<file path="src/rtl/i2c_tgt_pkg.sv">
package i2c_tgt_pkg;
  localparam int BYTE_W = 8;
  localparam int CNT_W  = $clog2(BYTE_W);

  typedef enum logic [2:0] {
    ST_IDLE,
    ST_ADDR,
    ST_PTR,
    ST_WDATA,
    ST_RDATA
  } tgt_state_e;
endpackage

</file>
<file path="src/rtl/i2c_line_events.sv">
module i2c_line_events (
  input  logic clk_i,
  input  logic rst_ni,
  input  logic scl_i,
  input  logic sda_i,
  output logic scl_rise_o,
  output logic scl_fall_o,
  output logic start_o,
  output logic stop_o
);
  logic scl_q, sda_q;

  always_ff @(posedge clk_i or negedge rst_ni) begin
    if (!rst_ni) begin
      scl_q <= 1'b1;
      sda_q <= 1'b1;
    end else begin
      scl_q <= scl_i;
      sda_q <= sda_i;
    end
  end

  assign scl_rise_o = scl_i & ~scl_q;
  assign scl_fall_o = ~scl_i & scl_q;
  // SDA edges only count as conditions when SCL is steady high
  assign start_o    = scl_i & scl_q & sda_q & ~sda_i;
  assign stop_o     = scl_i & scl_q & ~sda_q & sda_i;
endmodule

</file>
<file path="src/rtl/i2c_byte_shift.sv">
module i2c_byte_shift #(
  parameter int W = 8
) (
  input  logic         clk_i,
  input  logic         rst_ni,
  input  logic         rx_en_i,
  input  logic         rx_bit_i,
  input  logic         tx_load_i,
  input  logic [W-1:0] tx_data_i,
  input  logic         tx_shift_i,
  output logic [W-1:0] rx_byte_o,
  output logic         tx_bit_o
);
  logic [W-1:0] rx_q, tx_q;

  always_ff @(posedge clk_i or negedge rst_ni) begin
    if (!rst_ni) begin
      rx_q <= '0;
      tx_q <= '1;
    end else begin
      if (rx_en_i)        rx_q <= {rx_q[W-2:0], rx_bit_i};
      if (tx_load_i)      tx_q <= tx_data_i;
      else if (tx_shift_i) tx_q <= {tx_q[W-2:0], 1'b1};
    end
  end

  assign rx_byte_o = rx_q;
  assign tx_bit_o  = tx_q[W-1];
endmodule

</file>
<file path="src/rtl/i2c_reg_target.sv">
module i2c_reg_target
  import i2c_tgt_pkg::*;
#(
  parameter logic [6:0] DEV_ADDR = 7'h42
) (
  input  logic              clk_i,
  input  logic              rst_ni,
  input  logic              scl_i,
  input  logic              sda_i,
  output logic              sda_oe_o,
  input  logic              pair_mode_i,
  output logic [BYTE_W-1:0] reg_addr_o,
  output logic              reg_we_o,
  output logic [BYTE_W-1:0] reg_wdata_o,
  input  logic [BYTE_W-1:0] reg_rdata_i,
  output logic              read_start_o
);
  localparam logic [6:0]       GCALL    = 7'h00;
  localparam logic [CNT_W-1:0] LAST_BIT = CNT_W'(BYTE_W - 1);

  logic scl_rise, scl_fall, bus_start, bus_stop;
  tgt_state_e state_q;
  logic [CNT_W-1:0]  bit_cnt_q;
  logic              ack_q, done_q, drv_ack_q, rd_q, we_q, rs_q;
  logic [BYTE_W-1:0] ptr_q, rx_byte;
  logic              tx_bit, rx_en, tx_load, tx_shift, active, addr_hit;

  i2c_line_events u_ev (
    .clk_i     (clk_i),
    .rst_ni    (rst_ni),
    .scl_i     (scl_i),
    .sda_i     (sda_i),
    .scl_rise_o(scl_rise),
    .scl_fall_o(scl_fall),
    .start_o   (bus_start),
    .stop_o    (bus_stop)
  );

  assign active   = (state_q != ST_IDLE);
  assign rx_en    = active & scl_rise & ~ack_q;
  assign tx_shift = (state_q == ST_RDATA) & scl_fall & ~ack_q & ~done_q;
  // next byte leaves on the falling edge that closes an acknowledge
  assign tx_load  = scl_fall & ack_q & ~done_q &
                    (((state_q == ST_ADDR) & rd_q) | (state_q == ST_RDATA));
  assign addr_hit = (rx_byte[7:1] == DEV_ADDR) && (rx_byte[7:1] != GCALL);

  i2c_byte_shift #(.W(BYTE_W)) u_sh (
    .clk_i     (clk_i),
    .rst_ni    (rst_ni),
    .rx_en_i   (rx_en),
    .rx_bit_i  (sda_i),
    .tx_load_i (tx_load),
    .tx_data_i (reg_rdata_i),
    .tx_shift_i(tx_shift),
    .rx_byte_o (rx_byte),
    .tx_bit_o  (tx_bit)
  );

  always_ff @(posedge clk_i or negedge rst_ni) begin
    if (!rst_ni) begin
      state_q   <= ST_IDLE;
      bit_cnt_q <= '0;
      ack_q     <= 1'b0;
      done_q    <= 1'b0;
      drv_ack_q <= 1'b0;
      rd_q      <= 1'b0;
      ptr_q     <= '0;
      we_q      <= 1'b0;
      rs_q      <= 1'b0;
    end else begin
      we_q <= 1'b0;
      rs_q <= tx_load;
      if (bus_start) begin
        state_q   <= ST_ADDR;
        bit_cnt_q <= '0;
        ack_q     <= 1'b0;
        done_q    <= 1'b0;
        drv_ack_q <= 1'b0;
      end else if (bus_stop) begin
        state_q   <= ST_IDLE;
        ack_q     <= 1'b0;
        done_q    <= 1'b0;
        drv_ack_q <= 1'b0;
      end else if (active) begin
        if (scl_rise) begin
          if (!ack_q) begin
            if (bit_cnt_q == LAST_BIT) done_q <= 1'b1;
            bit_cnt_q <= bit_cnt_q + 1'b1;
          end else if (state_q == ST_WDATA) begin
            we_q <= 1'b1;
          end else if (state_q == ST_RDATA) begin
            if (sda_i) begin
              state_q <= ST_IDLE;
              ack_q   <= 1'b0;
            end else begin
              ptr_q <= ptr_q + 1'b1;
            end
          end
        end else if (scl_fall) begin
          if (done_q) begin
            done_q <= 1'b0;
            unique case (state_q)
              ST_ADDR: begin
                if (addr_hit) begin
                  ack_q     <= 1'b1;
                  drv_ack_q <= 1'b1;
                  rd_q      <= rx_byte[0];
                end else begin
                  state_q <= ST_IDLE;
                end
              end
              ST_PTR: begin
                ptr_q     <= rx_byte;
                ack_q     <= 1'b1;
                drv_ack_q <= 1'b1;
              end
              ST_WDATA: begin
                ack_q     <= 1'b1;
                drv_ack_q <= 1'b1;
              end
              default: ack_q <= 1'b1;  // read: master owns the ninth bit
            endcase
          end else if (ack_q) begin
            ack_q     <= 1'b0;
            drv_ack_q <= 1'b0;
            unique case (state_q)
              ST_ADDR:  state_q <= rd_q ? ST_RDATA : ST_PTR;
              ST_PTR:   state_q <= ST_WDATA;
              ST_WDATA: begin
                if (pair_mode_i) state_q <= ST_PTR;
                else             ptr_q   <= ptr_q + 1'b1;
              end
              default: ;
            endcase
          end
        end
      end
    end
  end

  assign sda_oe_o     = drv_ack_q | ((state_q == ST_RDATA) & ~ack_q & ~tx_bit);
  assign reg_addr_o   = ptr_q;
  assign reg_we_o     = we_q;
  assign reg_wdata_o  = rx_byte;
  assign read_start_o = rs_q;
endmodule

</file>
<file path="config.mk">
export PLATFORM = sky130hd
export DESIGN_NAME = i2c_reg_target
export DESIGN_NICKNAME = d
export VERILOG_FILES = /design/src/rtl/i2c_tgt_pkg.sv /design/src/rtl/i2c_line_events.sv /design/src/rtl/i2c_byte_shift.sv /design/src/rtl/i2c_reg_target.sv
export SDC_FILE = /design/constraint.sdc
export NUM_CORES = 1
export LEC_CHECK = 0
export BUFFER_PORTS_ARGS = -buffer_cell sky130_fd_sc_hd__clkbuf_2
export CAP_MARGIN = 5
export CORE_MARGIN = 1.5
export CORE_UTILIZATION = 35
export DETAILED_ROUTE_END_ITERATION = 10
export RECOVER_POWER = 100
export SLEW_MARGIN = 20
export SYNTH_ARGS = -nofsm -noshare
export SYNTH_HDL_FRONTEND = slang
export SYNTH_SLANG_ARGS = --single-unit
</file>
<file path="constraint.sdc">
create_clock -name clk_i -period 2.4 [get_ports clk_i]
set_clock_uncertainty 0.1 [all_clocks]
set_input_delay 0.12 -clock clk_i [delete_from_list [all_inputs] [get_ports clk_i]]
set_output_delay 0.12 -clock clk_i [all_outputs]
set_load 0.005 [all_outputs]
</file>
==> run metrics <==
row cnt 28; VDD IR max 0.460 mV; pwr dens 803 mW/mm^2; Critical Path AT 2.36 ns; Critical Path Slowest Stage Cell dlygate4sd3_1; RSZ-0062 raised after global routing false; Total GRT Usage 0.174; mapped cell area 0.00217 mm^2; Compound-Gate Fraction of Synth Area 0.177; maximum clock path buffer count 2; Via Count 1,902; uppermost layer routed met4; Vias/cell 5.27; DRC 0; final hold viol count 0; commonest non-fill, non-tap cell in the layout nand2_1; clk_lat worst skew 0.30 ns; Die ar. 0.00667 mm^2; GRT overflow 0; Final Setup Violations 0; starting DRC count in detailed routing 92; CP Max Fanout 9; Syn Inst Count 239; commonest cells after routing, fill and taps aside 50 x nand2_1, 28 x dfrtp_1, 24 x clkbuf_2, 17 x o21ai_0, 12 x a21oi_1; post-synthesis mux area share 0.0473; DR pass1 iterations 4; Inserted Clock Buffers 5; crit start category input pin; Avg WL per Cell 14.4 um; IO Count 32; met3 WL post-DR 257 um; adder-cell area share of the yosys netlist 0.0404; Max stage delay on crit path 0.53 ns; clock root buffer clkbuf_8; crit-path cells dlygate4sd3_1 > clkbuf_2 > inv_1 > ha_1 > or2_2 > a2111oi_4 > buf_4 > mux2i_1 > nand2_1; starting density of the core 0.364; flop-to-flop setup slack 0.15 ns; most area-hungry cell type in the Yosys netlist dfrtp_1; YS warnings 0; Max Transition Viols Final 0; min Tclk post-route 2.27 ns; HP Class input pin to register; vias in the first global route 1,775; htree depth 2; layout cell share with drive strength beyond 1 0.220; first-pass GRT wire length 8.80 mm; max_cap viols 0; Reg-to-Reg End reg_addr_o[0]$_DFFE_PN0P_; hold endpoint state_q[2]$_DFFE_PN0P_; hold_sp pair_mode_i; cells on worst reg2reg path 6; largest net degree at the start of global routing 39; leakage power 1.21 nW; Max Clk Rate 440 MHz; largest cells by area after synthesis dfrtp_1 32%, dfstp_2 12%, nand2_1 8.7%; reg-to-reg startpoint u_ev.scl_q$_DFF_PN1_; Slew @ Worst Pin 0.937 ns; dominant synthesized flop cell dfrtp_1; I/O Buffers 31; #FFs+latches synth 38; GP Congestion 0.866; # diodes 0; count of different cell masters after synthesis 47; Post-synth ARST share 1.00; area delta synth->final 20.9%; Hold Path Stages 6; Data required, critical path 2.49 ns; clk sink count 38; CP endpoint kind register; fin crit share 0.946; aggregate routed wire length 5.21 mm; Yosys top cell area share 0.323; critical path type input pin to register; CTS tree done; Clock transition at path regs 0.07 ns; initial antenna violation count 0; Antenna Nets Post-Route 0; syn nets 259; Avg Cell Area, Syn 9.07 um^2; area share of xor/xnor cells in the synthesized design 0.00404; hold_ws 0.389 ns; sequential fraction of the synthesis area 0.445; largest family of logic cells by synthesized area simple AND/OR/NAND/NOR gates; status complete, no violations; setup TNS 0 ns; DR WL met2 2.39 mm; overall die height 81.7 um; width of the die 81.7 um; number of enable flip-flop cells after synthesis 0; hpwl dp 3.52 mm; Synth Area in Simple Gates 0.248; Net count, final 305; met1 WL 2.49 mm; Slew HR 0.375; Placeable Area 0.00596 mm^2
## layout make-up
type | instances | area [um^2]
clock buffer | 7 | 86.3
clock inverter | 1 | 5.00
fill | 607 | 3340
inverter | 5 | 18.8
multi-input combinational | 182 | 1120
sequential | 38 | 963
tap | 75 | 93.8
timing repair buffer | 53 | 332
## cells in the mapped netlist, types with 5 or more instances
library cell and n:
dfstp_2 10, nand3_1 9, mux2i_1 8, o22ai_1 5, ha_1 7, a21oi_1 12
inv_1 5, nand2b_1 5, dfrtp_1 28, o21ai_0 17, nor2_1 10, nand2_1 50
nor3_1 6, clkbuf_1 12
## cells by family (layout without fill, tap and decap cells)
group           count (synthesis)  count (layout)
mux                            10              10
simple gates                  108             108
buf+inv                        19              66
fa+ha+maj                       7               7
xor+xnor                        1               1
flops                          38              38
compound gates                 56              56
## where the power goes
group | leakage, nW | internal (W) | total (W) | switching, W
logic | 0.688 | 0.000306 | 0.000686 | 0.000380
clock network | 0.0482 | 0.000232 | 0.000463 | 0.000232
registers | 0.475 | 0.000778 | 0.000953 | 0.000175
total | 1.21 | 0.00132 | 0.00210 | 0.000787
## what timing repair did
item,in CTS,in global routing
resized for setup,0,1
endpoints found under the hold margin,38,0
setup buffers,0,0
hold buffers,11,0
setup endpoints to repair,0,1
## worst max-delay path: cells and delay by family
kind | cells | cell delay [ns]
mux | 1 | 0.20
compound gates | 1 | 0.33
simple gates | 2 | 0.43
buf+inv | 4 | 0.97
fa+ha+maj | 1 | 0.30
## worst max-delay path by stage
stage,startpoint,end,cells past startpoint
after global routing,scl_i,reg_addr_o[0]$_DFFE_PN0P_,9
final,scl_i,reg_addr_o[0]$_DFFE_PN0P_,9
after floorplan,u_ev.sda_q$_DFF_PN1_,reg_addr_o[4]$_DFFE_PN0P_,7
after detailed placement,u_ev.scl_q$_DFF_PN1_,reg_addr_o[0]$_DFFE_PN0P_,7
after global placement,u_ev.scl_q$_DFF_PN1_,reg_addr_o[0]$_DFFE_PN0P_,7
after CTS,scl_i,reg_addr_o[0]$_DFFE_PN0P_,9
## flip-flops by register name (all words and copies together) (netlist names)
signal,cells
u_sh.tx_q,8
u_sh.rx_byte_o,8
done_q,1
u_ev.sda_q,1
bit_cnt_q,3
read_start_o,1
u_ev.scl_q,1
state_q,3
drv_ack_q,1
rd_q,1
reg_we_o,1
ack_q,1
reg_addr_o,8
## metrics by stage
stage / setup slack, ns / power [W] / cells / area [um^2] / util
final: 0.129 / 0.00210 / 361 / 2620 / 0.440
after CTS: 0.128 / 0.00213 / 361 / 2640 / 0.443
after global routing: 0.0195 / 0.00226 / 361 / 2620 / 0.440
after floorplan: 0.175 / 0.00138 / 239 / 2170 / -
after global placement: 0.223 / 0.00164 / 342 / 2430 / 0.409
after detailed placement: 0.199 / 0.00164 / 342 / 2430 / 0.409
## routing by layer
layer,global-route usage,vias up
met2,0.273,59
met5,0,-
met4,0.0407,0
met1,0.239,901
li1,-,932
met3,0.0467,10
No activity file was read; power rests on OpenSTA's default activity.
